--- config.mk ---
export PLATFORM = sky130hd
export DESIGN_NAME = pwrseq_supervisor
export DESIGN_NICKNAME = d
export VERILOG_FILES = /design/src/rtl/pwrseq_pkg.sv /design/src/rtl/pwrseq_event_sort.sv /design/src/rtl/pwrseq_delay_timer.sv /design/src/rtl/pwrseq_supervisor.sv
export SDC_FILE = /design/constraint.sdc
export NUM_CORES = 1
export LEC_CHECK = 0
export BUFFER_PORTS_ARGS = -buffer_cell sky130_fd_sc_hd__buf_2
export CELL_PAD_IN_SITES_DETAIL_PLACEMENT = 1
export CELL_PAD_IN_SITES_GLOBAL_PLACEMENT = 2
export CORE_MARGIN = 3
export CORE_UTILIZATION = 31
export DETAILED_ROUTE_END_ITERATION = 6
export GPL_TIMING_DRIVEN = 0
export PLACE_DENSITY_LB_ADDON = 0.1
export SLEW_MARGIN = 20
export SYNTH_ARGS = -nofsm -noshare
export SYNTH_HDL_FRONTEND = slang
export SYNTH_HIERARCHICAL = 1
export SYNTH_SLANG_ARGS = --single-unit
--- constraint.sdc ---
create_clock -name clk -period 4.6 [get_ports clk]
set_input_delay 0 -clock clk [delete_from_list [all_inputs] [get_ports clk]]
set_output_delay 0 -clock clk [all_outputs]
set_load 0.05 [all_outputs]
--- src/rtl/pwrseq_pkg.sv ---
package pwrseq_pkg;
  typedef enum logic [2:0] {
    ST_POR = 3'd0,
    ST_DIS = 3'd1,
    ST_ACT = 3'd2,
    ST_FLT = 3'd3,
    ST_LCK = 3'd4
  } pwr_state_e;

  localparam int SW_BITS = 5;
endpackage

--- src/rtl/pwrseq_event_sort.sv ---
module pwrseq_event_sort #(
  parameter int N_SOFT = 6,
  parameter int N_HARD = 11,
  parameter int N_TSD  = 3,
  parameter int N_WARN = 6
) (
  input  logic [N_SOFT-1:0] soft_flags,
  input  logic [N_HARD-1:0] hard_flags,
  input  logic [N_TSD-1:0]  tsd_flags,
  input  logic [N_WARN-1:0] warn_flags,
  output logic              hard_any,
  output logic              thermal_any,
  output logic              soft_only,
  output logic              warn_any
);
  // the hard tier masks the soft tier
  always_comb begin
    thermal_any = |tsd_flags;
    hard_any    = (|hard_flags) | thermal_any;
    soft_only   = (|soft_flags) & ~hard_any;
    warn_any    = |warn_flags;
  end
endmodule

--- src/rtl/pwrseq_delay_timer.sv ---
module pwrseq_delay_timer #(
  parameter int CW = 12
) (
  input  logic          clk,
  input  logic          rst_n,
  input  logic          restart,
  input  logic [CW-1:0] limit,
  output logic          done
);
  logic [CW-1:0] cnt;
  logic          cnt_en;

  assign cnt_en = restart | (cnt < limit);

  always_ff @(posedge clk or negedge rst_n) begin
    if (!rst_n)      cnt <= '0;
    else if (cnt_en) cnt <= restart ? '0 : cnt + 1'b1;
  end

  assign done = (cnt == limit);

  // count never runs past the active limit
  assert_cnt_bound_R8: assert property (@(posedge clk) disable iff (!rst_n)
    cnt <= limit);
endmodule

--- src/rtl/pwrseq_supervisor.sv ---
module pwrseq_supervisor
  import pwrseq_pkg::*;
#(
  parameter int N_SOFT      = 6,
  parameter int N_HARD      = 11,
  parameter int N_TSD       = 3,
  parameter int N_WARN      = 6,
  parameter int T_RST       = 1000,
  parameter int T_FLT_SHORT = 500,
  parameter int T_FLT_LONG  = 4000,
  parameter int LOCK_AFTER  = 3
) (
  input  logic                clk,
  input  logic                rst_n,
  input  logic                core_supply_ok,
  input  logic                vin_above_th,
  input  logic                enable_evt,
  input  logic                enable_pin,
  input  logic                cfg_retry_only,
  input  logic                spi_goto_dis,
  input  logic                spi_goto_lock,
  input  logic                spi_en_wr,
  input  logic [SW_BITS-1:0]  spi_en_data,
  input  logic [N_SOFT-1:0]   soft_flags,
  input  logic [N_HARD-1:0]   hard_flags,
  input  logic [N_TSD-1:0]    tsd_flags,
  input  logic [N_WARN-1:0]   warn_flags,
  output logic                en_buck1,
  output logic                en_buck2,
  output logic                en_boost1,
  output logic                en_trk1,
  output logic                en_trk2,
  output logic                en_wdog,
  output logic                rst_out_n,
  output logic                soft_rst_pulse,
  output logic                irq_pulse,
  output logic                clr_all,
  output logic                clr_events,
  output logic [2:0]          state_o
);
  localparam int T_MAX = (T_RST > T_FLT_LONG) ?
                         ((T_RST > T_FLT_SHORT) ? T_RST : T_FLT_SHORT) :
                         ((T_FLT_LONG > T_FLT_SHORT) ? T_FLT_LONG : T_FLT_SHORT);
  localparam int CW  = $clog2(T_MAX + 1);
  localparam int FCW = $clog2(LOCK_AFTER + 1);

  pwr_state_e         state, nxt;
  logic               hard_any, thermal_any, soft_only, warn_any;
  logic               tmr_done, tmr_restart;
  logic [CW-1:0]      tmr_limit;
  logic [FCW-1:0]     fault_cnt;
  logic               fcnt_inc, fcnt_clr, fcnt_en;
  logic               tsd_cause, enter_flt;
  logic [SW_BITS-1:0] sw_en;
  logic               sw_load_all, sw_wr, sw_en_ce;
  logic               soft_q, irq_q, clr_all_q, clr_ev_q;
  logic               act;

  pwrseq_event_sort #(
    .N_SOFT(N_SOFT), .N_HARD(N_HARD), .N_TSD(N_TSD), .N_WARN(N_WARN)
  ) u_sort (
    .soft_flags (soft_flags),
    .hard_flags (hard_flags),
    .tsd_flags  (tsd_flags),
    .warn_flags (warn_flags),
    .hard_any   (hard_any),
    .thermal_any(thermal_any),
    .soft_only  (soft_only),
    .warn_any   (warn_any)
  );

  // next-state decision
  always_comb begin
    nxt = state;
    unique case (state)
      ST_POR: if (vin_above_th) nxt = ST_DIS;
      ST_DIS: if (enable_evt) nxt = ST_ACT;
      ST_ACT: begin
        if (hard_any)                             nxt = ST_FLT;
        else if (spi_goto_lock && !cfg_retry_only) nxt = ST_LCK;
        else if (spi_goto_dis && !enable_pin)      nxt = ST_DIS;
      end
      ST_FLT: if (tmr_done)
                nxt = (fault_cnt == FCW'(LOCK_AFTER) && !cfg_retry_only) ? ST_LCK : ST_ACT;
      ST_LCK: if (enable_evt) nxt = ST_ACT;
      default: nxt = ST_POR;
    endcase
    if (!core_supply_ok) nxt = ST_POR;
  end

  always_ff @(posedge clk or negedge rst_n) begin
    if (!rst_n) state <= ST_POR;
    else        state <= nxt;
  end

  // shared delay timer, restarted on every state change
  assign tmr_restart = (nxt != state);

  always_comb begin
    unique case (state)
      ST_ACT:  tmr_limit = CW'(T_RST);
      ST_FLT:  tmr_limit = tsd_cause ? CW'(T_FLT_LONG) : CW'(T_FLT_SHORT);
      default: tmr_limit = '0;
    endcase
  end

  pwrseq_delay_timer #(.CW(CW)) u_tmr (
    .clk    (clk),
    .rst_n  (rst_n),
    .restart(tmr_restart),
    .limit  (tmr_limit),
    .done   (tmr_done)
  );

  // consecutive-fault counter
  assign enter_flt = (state == ST_ACT) && (nxt == ST_FLT);
  assign fcnt_inc  = enter_flt && (fault_cnt != FCW'(LOCK_AFTER));
  assign fcnt_clr  = ((state == ST_ACT) && tmr_done) || (state == ST_POR);
  assign fcnt_en   = fcnt_inc | fcnt_clr;

  always_ff @(posedge clk or negedge rst_n) begin
    if (!rst_n)       fault_cnt <= '0;
    else if (fcnt_en) fault_cnt <= fcnt_inc ? fault_cnt + 1'b1 : '0;
  end

  always_ff @(posedge clk or negedge rst_n) begin
    if (!rst_n)         tsd_cause <= 1'b0;
    else if (enter_flt) tsd_cause <= thermal_any;
  end

  // switchable enables
  assign sw_load_all = (state != ST_ACT) && (nxt == ST_ACT);
  assign sw_wr       = (state == ST_ACT) && spi_en_wr;
  assign sw_en_ce    = sw_load_all | sw_wr;

  always_ff @(posedge clk or negedge rst_n) begin
    if (!rst_n)        sw_en <= '0;
    else if (sw_en_ce) sw_en <= sw_load_all ? '1 : spi_en_data;
  end

  // pulses and clear strobes
  always_ff @(posedge clk or negedge rst_n) begin
    if (!rst_n) begin
      soft_q    <= 1'b0;
      irq_q     <= 1'b0;
      clr_all_q <= 1'b0;
      clr_ev_q  <= 1'b0;
    end else begin
      soft_q    <= (state == ST_ACT) && (nxt == ST_ACT) && soft_only;
      irq_q     <= (state == ST_ACT) && warn_any;
      clr_all_q <= (nxt == ST_DIS) && (state != ST_DIS);
      clr_ev_q  <= (nxt == ST_FLT) && (state != ST_FLT);
    end
  end

  assign act            = (state == ST_ACT);
  assign en_buck1       = act;
  assign en_buck2       = act & sw_en[0];
  assign en_boost1      = act & sw_en[1];
  assign en_trk1        = act & sw_en[2];
  assign en_trk2        = act & sw_en[3];
  assign en_wdog        = act & sw_en[4];
  assign rst_out_n      = act & tmr_done & ~soft_q;
  assign soft_rst_pulse = soft_q;
  assign irq_pulse      = irq_q;
  assign clr_all        = clr_all_q;
  assign clr_events     = clr_ev_q;
  assign state_o        = state;

  assert_por_hold_R1: assert property (@(posedge clk) disable iff (!rst_n)
    (state == ST_POR && !vin_above_th) |=> state == ST_POR);

  assert_dis_clear_R2: assert property (@(posedge clk) disable iff (!rst_n)
    (state == ST_DIS && $past(state) != ST_DIS) |-> clr_all);

  assert_rst_low_R4: assert property (@(posedge clk) disable iff (!rst_n)
    (state != ST_ACT) |-> !rst_out_n);

  assert_soft_stay_R5: assert property (@(posedge clk) disable iff (!rst_n)
    soft_rst_pulse |-> (state == ST_ACT && !rst_out_n));

  assert_hard_wins_R6: assert property (@(posedge clk) disable iff (!rst_n)
    (state == ST_ACT && hard_any && core_supply_ok) |=> (state == ST_FLT && !soft_rst_pulse));

  assert_warn_noexit_R7: assert property (@(posedge clk) disable iff (!rst_n)
    (state == ST_ACT && warn_any && !hard_any && !spi_goto_lock && !spi_goto_dis
     && core_supply_ok) |=> state == ST_ACT);

  assert_fault_off_R8: assert property (@(posedge clk) disable iff (!rst_n)
    (state == ST_FLT) |-> !(en_buck1 | en_buck2 | en_boost1 | en_trk1 | en_trk2 | en_wdog));

  assert_lock_count_R9: assert property (@(posedge clk) disable iff (!rst_n)
    (state == ST_LCK && $past(state) == ST_FLT) |-> fault_cnt == FCW'(LOCK_AFTER));

  assert_lock_hold_R11: assert property (@(posedge clk) disable iff (!rst_n)
    (state == ST_LCK && !enable_evt && core_supply_ok) |=> state == ST_LCK);

  assert_fault_events_R12: assert property (@(posedge clk) disable iff (!rst_n)
    (state == ST_FLT && $past(state) == ST_ACT) |-> (clr_events && !clr_all));

  assert_supply_por_R13: assert property (@(posedge clk) disable iff (!rst_n)
    !core_supply_ok |=> state == ST_POR);
endmodule

==> summary.md, run 1 <==
| Metric | Value |
|---|---|
| Outcome | `finished clean` |
| Final setup violation count | `0` |
| Total CTS buffers | `3` |
| Crit-path most repeated cell | `nor2_1` |
| RSZ-0062 raised after global routing | `no` |
| Clock tree buffer depth | `2` |
| Root buffer cell | `clkbuf_8` |
| Commonest non-fill, non-tap cells in the layout | `55 x buf_2, 36 x nor2_1, 27 x dfrtp_1` |
| Global route overflow | `0` |
| Min-delay worst type | `primary input to register` |
| Layout Nets | `between 300 and 400` |
| Cell Area, Synth | `a little over 2000 um^2` |
| R2R Path End | `u_tmr/cnt[5]$_DFFE_PN0P_` |
| First-pass GRT wire length | `~10000 um` |
| Vias in the first global route | `1959` |
| Setup crit end | `u_tmr/cnt[5]$_DFFE_PN0P_` |
| Final Max Tran Viols | `0` |
| Synth warn | `6` |
| Adder-cell area share of the yosys netlist | `0.0856` |
| Antenna diodes | `0` |
| FFs w/ async S/R, synth | `1.00` |
| Pwr Density | `~300 nW/um^2` |
| I/O pins | `55` |
| Critical Path Max Stage Delay | `around 0.50 ns` |
| Clk slew on worst S/H paths | `about 0.11 ns` |
| Syn_area_per_cell | `between 8 and 9 um^2` |
| Crit Path Max Fanout | `10` |
| Fin crit share | `0.909` |
| Delay-heaviest family, CP | `simple AND/OR/NAND/NOR gates` |
| #FFs+latches synth | `27` |
| Crit. End Element | `register` |
| Inst Count DP | `roughly 360` |
| Post-Synth Simple-Gate Area | `0.316` |
| TritonRoute pass-1 iters | `4` |
| Number of DRC markers in iteration 0 | `36` |
| Clk Latency, worst-skew pair | `~0.28 ns` |
| Worst Clk Skew | `between 0.006 and 0.007 ns` |
| Synth area leaders | `dfrtp_1 33%, ha_1 8.6%, nor2_1 6.6%` |
| Library cells used by synthesis | `a little under 50` |
| CP Depth | `17` |
| Worst slew pin tran | `roughly 0.68 ns` |
| EDFF count, synth | `0` |
| Area leader, netlist | `dfrtp_1` |
| Fraction of layout cells with a size suffix above 1 | `0.267` |
| Clk sinks | `27` |
| Ys flop type | `dfrtp_1` |
| Total die area | `7610 um^2` |
| DRC viols | `0` |
| WP data required | `~4.8 ns` |
| Xor/xnor share of the synthesized area | `0.00428` |
| Post-synthesis compound-gate area fraction | `0.125` |
| Routed WL per cell | `between 15 and 20 um` |
| Largest net degree at the start of global routing | `28` |
| Vias | `roughly 1900` |
| WS Path Type | `register to register` |
| Vias per inst | `5.14` |
| Routed wire length | `5810 um` |
| Area Growth Syn to Fin | `23.7%` |
| Synth top area share | `0.330` |
| Placer Congestion | `0.828` |
| Post-detail-place hpwl | `about 4500 um` |
| DRT antenna net count | `0` |
| Slowest-stage cell, CP | `dfrtp_1` |
| CTS tree | `yes` |
| Finished Layout Cells | `between 300 and 400` |
| Startpoint types | `register` |
| Main combinational cell family by area after synthesis | `simple AND/OR/NAND/NOR gates` |
| Critical path, cell by cell | `nand2b_1, buf_6, inv_2, nand2_2, nor2_1, inv_1, ha_1, nand4_1, nor2_1, and3_1, nand4b_1, a31o_2, and3_1, o22ai_1, clkbuf_1, nor2_1, mux2_1` |
| Fillers | `between 700 and 800` |
| Max cap viols | `0` |
| Max-slew headroom | `0.546` |
| Mapped Cells | `approximately 230` |
| FP Rows | `28` |
| Reg2Reg Depth | `17` |
| Initial Utilization | `0.332` |
| DIE HEIGHT | `slightly below 90 um` |
| Initial antenna violation count | `0` |
| CTS HTree Levels | `1` |
| Post-synthesis mux area share | `0.0746` |
| CP bufs+invs | `4` |
| Leak Pwr | `roughly 0.0013 uW` |
| Core ar. | `roughly 6200 um^2` |
| Worst R2R Setup Slack | `about 0.42 ns` |
| WP data arrival | `4.36 ns` |
| Fmax | `approximately 0.24 GHz` |
| Commonest non-fill, non-tap cell in the layout | `buf_2` |
| Setup bufs post-CTS | `0` |
| Fin. Hold Viols | `0` |
| Total track usage | `0.161` |
| Die Width | `87.3 um` |
| Critical Path Source | `state_o[2]$_DFF_PN0_` |
| Setup_tns | `0 ns` |
| Seq/Total Area, Yosys | `0.330` |
| Peak supply drop | `between 150 and 200 uV` |
| PortBufs | `between 50 and 60` |
| R2R Path Start | `state_o[2]$_DFF_PN0_` |
| Min cycle time layout | `4.18 ns` |
## Yosys cell counts (all sizes together), types with 2 or more instances
cell      n
nor2     37
dfrtp    27
inv      21
a21oi    15
and3     14
ha       14
nor2b    11
mux2     10
nand2     8
nand3     8
nor3      8
nor4      6
nand2b    5
o21ai     5
a21o      4
buf       4
clkbuf    4
mux2i     4
a31oi     3
nand4     3
a221o     2
nand4b    2
o2111ai   2
o31ai     2
or4       2
## per-layer routing
layer | vias to the layer above | GRT usage | share of wire
met5 | - | 0 | 0
met4 | 0 | 0.0293 | 0.0050
met3 | 2 | 0.0208 | 0.061
met2 | 46 | 0.265 | 0.47
met1 | 916 | 0.227 | 0.47
li1 | 962 | - | -
## where the power goes
part	leakage (uW)	switching [uW]	internal, uW
clock network	0.0000255	85.7	60.9
registers	0.000350	35.0	275
logic	0.000924	189	124
total	0.00130	310	460
## tightest hold or removal path: stages
cell,delay [ns]
buf_2,0.07
nor2_1,0.03
nand2_1,0.05
and3_1,0.14
## stage by stage
step | power [uW] | hold slack, ns | area (um^2) | worst slack (ns) | util
2_1_floorplan | 525 | -0.296 | 2050 | 0.898 | -
3_3_place_gp | 618 | 0.0840 | 2410 | 0.418 | 0.392
3_5_place_dp | 626 | 0.0910 | 2410 | 0.419 | 0.392
4_1_cts | 782 | 0.0361 | 2530 | 0.399 | 0.411
5_1_grt | 836 | 0.0543 | 2530 | 0.0701 | 0.411
6_report | 770 | 0.0407 | 2530 | 0.419 | 0.411
## sequential cells by signal (all words and copies together), names as in the netlist
| signal | count |
|---|---|
| clr_events | 1 |
| fault_cnt | 2 |
| sw_en | 5 |
| soft_rst_pulse | 1 |
| tsd_cause | 1 |
| irq_pulse | 1 |
| state_o | 3 |
| u_tmr/cnt | 12 |
| clr_all | 1 |
## cell type report
type	count	area (um^2)	share of cell area
multi-input cells	179	1250	0.492
inverters	21	78.8	0.0311
plain buffers	8	51.3	0.0203
repair buffers	61	340	0.134
well taps	75	93.8	0.0371
clock inverters	1	5.00	0.00198
flip-flops and latches	27	676	0.267
clock buffers	3	41.3	0.0163
## kinds of logic after synthesis
logic type	Yosys count
compound gates	37
simple gates	111
buf+inv	29
xor+xnor	1
flops	27
mux	14
fa+ha+maj	14
other cells	1
## how the worst min path moves through the flow
stage | start | cells after the start | to | slack (ns)
2_1_floorplan | rst_n | 0 | clr_all$_DFF_PN0_ | -0.30
4_1_cts | warn_flags[0] | 4 | irq_pulse$_DFF_PN0_ | 0.04
5_1_grt | tsd_flags[2] | 3 | tsd_cause$_DFFE_PN0P_ | 0.05
3_3_place_gp | rst_n | 1 | clr_all$_DFF_PN0_ | 0.08
6_report | warn_flags[0] | 4 | irq_pulse$_DFF_PN0_ | 0.04
3_5_place_dp | rst_n | 1 | clr_all$_DFF_PN0_ | 0.09
## repair_timing
action	CTS	global route
endpoints found under the hold margin	33	0
resized for setup	0	2
endpoints found under the setup margin	0	1
hold buffers	7	0
Note: power is estimated with default switching activity, not from simulation.
==> run 2: changes to the inputs <==
CORE_UTILIZATION = 33   (was 31)
clock period = 4.9 ns   (was 4.6 ns; I/O delays follow)
==> summary.md, run 2 (synthesized netlist as in run 1, its figures left out) <==
| Metric | Value |
|---|---|
| CTS tree | `yes` |
| PortBufs | `54 (unchanged)` |
| Post-detail-place hpwl | `4470 um (-0.43%)` |
| Clock tree buffer depth | `2 (unchanged)` |
| WS Path Type | `register to register` |
| Commonest non-fill, non-tap cells in the layout | `55 x buf_2, 36 x nor2_1, 27 x dfrtp_1` |
| Comb pwr share | `0.400 (-0.007)` |
| Startpoint types | `register` |
| Grt met3 use | `0.0255 (+0.00470)` |
| Area Growth Syn to Fin | `23.8% (about the same)` |
| FP Rows | `28 (unchanged)` |
| DRT antenna net count | `0 (unchanged)` |
| Core ar. | `5960 um^2 (-3.4%)` |
| DRC viols | `0 (unchanged)` |
| Min-delay worst type | `primary input to register` |
| Vias in the first global route | `2035 (+3.9%)` |
| Root buffer cell | `clkbuf_8` |
| Vias | `1936 (+0.52%)` |
| Met1 Resource Use GR | `0.244 (+0.0176)` |
| Top Usage Layer GRT | `met2` |
| Worst Clk Skew | `0.00762 ns (+0.00131 ns)` |
| First-pass GRT wire length | `9960 um (+2.3%)` |
| Total die area | `7180 um^2 (-5.6%)` |
| Critical Path Source | `state_o[2]$_DFF_PN0_` |
| Clk slew on worst S/H paths | `0.12 ns (about the same)` |
| Clk sinks | `27 (unchanged)` |
| Area of the multi-input gates | `1250 um^2 (unchanged)` |
| R2R Path Start | `state_o[2]$_DFF_PN0_` |
| Setup crit end | `u_tmr/cnt[9]$_DFFE_PN0P_` |
| Outcome | `finished clean` |
| Final setup violation count | `0 (unchanged)` |
| Vias per inst | `5.16 (+0.52%)` |
| Reg2Reg Depth | `17 (unchanged)` |
| Setup bufs post-CTS | `0 (unchanged)` |
| I/O pins | `55 (unchanged)` |
| Slowest-stage cell, CP | `dfrtp_1` |
| Crit Path Max Fanout | `10 (unchanged)` |
| DIE HEIGHT | `84.8 um (-2.9%)` |
| Int Pwr | `432 uW (-6.0%)` |
| R2R Path End | `u_tmr/cnt[9]$_DFFE_PN0P_` |
| Crit-path most repeated cell | `nor2_1` |
| Number of flip-flops in the largest register | `12 (unchanged)` |
| Initial antenna violation count | `0 (unchanged)` |
| Placer Congestion | `0.802 (-3.0%)` |
| Routed WL per cell | `15.5 um (-0.21%)` |
| Fillers | `774 (+0.78%)` |
| Commonest non-fill, non-tap cell in the layout | `buf_2` |
| Reg power frac | `0.401 (-0.002)` |
| Total track usage | `0.173 (+0.0120)` |
| Most flop-heavy register | `u_tmr/cnt` |
| Fmax | `0.239 GHz (+0.12%)` |
| Setup WS pre-CTS | `0.671 ns (+0.252 ns)` |
| Setup WS post-layout | `0.724 ns (+0.305 ns)` |
| Setup_tns | `0 ns (unchanged)` |
| Net Sw Frac | `0.404 (+0.000710)` |
| Worst slew pin tran | `0.661 ns (-0.0192 ns)` |
| Min cycle time layout | `4.18 ns (-0.00518 ns)` |
| Worst R2R Setup Slack | `0.72 ns (+0.31 ns)` |
| Reg area | `676 um^2 (unchanged)` |
| Leak Pwr | `0.00129 uW (-0.52%)` |
| Initial Utilization | `0.344 (+0.0117)` |
| Largest net degree at the start of global routing | `28 (unchanged)` |
| Switching pwr | `292 uW (-5.7%)` |
| Final Max Tran Viols | `0 (unchanged)` |
| Fraction of layout cells with a size suffix above 1 | `0.263 (-0.00333)` |
| Peak supply drop | `162 uV (+3.6%)` |
| Routed wire length | `5800 um (-0.21%)` |
| Antenna diodes | `0 (unchanged)` |
| GR Util met2 | `0.279 (+0.0139)` |
| Fin util | `0.425 (+0.0147)` |
| Number of DRC markers in iteration 0 | `87 (+140%)` |
| CTS HTree Levels | `1 (unchanged)` |
| Fin. Hold Viols | `0 (unchanged)` |
| Max-slew headroom | `0.559 (+0.0128)` |
| Pwr Density | `286 nW/um^2 (-5.9%)` |
| Clk Latency, worst-skew pair | `0.29 ns (about the same)` |
| RSZ-0062 raised after global routing | `no` |
| Max cap viols | `0 (unchanged)` |
| Clock group share of total power | `0.199 (+0.009)` |
| Die Width | `84.8 um (-2.9%)` |
| WP data arrival | `4.36 ns (about the same)` |
| Critical path, cell by cell | `nand2b_1, buf_6, inv_2, nand2_2, nor2_1, inv_1, ha_1, nand4_1, nor2_1, and3_1, nand4b_1, a31o_2, and3_1, o22ai_1, clkbuf_1, nor2_1, mux2_1` |
| Crit. End Element | `register` |
| Layout Nets | `356 (unchanged)` |
| Global route overflow | `0 (unchanged)` |
| Total CTS buffers | `3 (unchanged)` |
| Fin crit share | `0.852 (-0.0567)` |
| WP data required | `5.08 ns (+0.31 ns)` |
| TritonRoute pass-1 iters | `4 (unchanged)` |
| Critical Path Max Stage Delay | `0.52 ns (+0.02 ns)` |
-- run 2: cell types whose count changed in the layout (fill, tap and decap cells not counted), sizes merged --
cell      change
clkinv        -1
clkinvlp      +1
-- run 2: stage by stage --
| step | cell area (um^2) | total power [uW] | std cells | hold WS, ns |
|---|---|---|---|---|
| 3_5_place_dp | 2410 | 587 | 364 | 0.0898 |
| 3_3_place_gp | 2410 | 579 | 364 | 0.0877 |
| 2_1_floorplan | 2050 | 493 | 235 | -0.296 |
| 5_1_grt | 2530 | 789 | 375 | 0.0361 |
| 6_report | 2530 | 725 | 375 | 0.0245 |
| 4_1_cts | 2530 | 737 | 375 | 0.0203 |
-- run 2: final cells by class --
type | instances | share of cell area
timing repair buffer | 61 | 0.134
sequential | 27 | 0.267
clock inverter | 1 | 0.00296
clock buffer | 3 | 0.0163
inverter | 21 | 0.0311
tap | 75 | 0.0370
multi-input combinational | 179 | 0.492
buffer | 8 | 0.0198
-- run 2: how the worst min path moves through the flow --
stage / start / endpoint / slack (ns) / cells after the start
final: warn_flags[0] / irq_pulse$_DFF_PN0_ / 0.02 / 4
after global routing: tsd_flags[2] / tsd_cause$_DFFE_PN0P_ / 0.04 / 3
after CTS: warn_flags[0] / irq_pulse$_DFF_PN0_ / 0.02 / 4
after detailed placement: rst_n / clr_events$_DFF_PN0_ / 0.09 / 1
after global placement: rst_n / clr_events$_DFF_PN0_ / 0.09 / 1
after floorplan: rst_n / clr_all$_DFF_PN0_ / -0.30 / 0
-- run 2: layer usage --
metal,up-vias,part of all wire
met5,-,0
met1,934,0.48
met3,2,0.057
met2,42,0.46
met4,0,0.0050
li1,958,-
-- run 2: what timing repair did --
action / CTS / global route
hold endpoints to repair: 33 / 0
resized for setup: 0 / 0
hold buffers: 7 / 0
-- run 2: critical path, delay by kind of cell, from the launching register on --
| family | cells | cell delay (ns) |
|---|---|---|
| buffers and inverters | 4 | 0.79 |
| muxes | 1 | 0.31 |
| DFF | 1 | 0.52 |
| adders and majority gates | 1 | 0.29 |
| and+or+nand+nor | 9 | 1.56 |
| AOI/OAI and AO/OA | 2 | 0.61 |
-- run 2: power by group through the flow --
stage / Combinational [uW] / Sequential, uW / Clock (uW)
finish: 290 / 290 / 144
global route: 331 / 297 / 161
CTS: 296 / 291 / 150
detailed placement: 291 / 295 / 0
global placement: 286 / 292 / 0
floorplan: 194 / 299 / 0
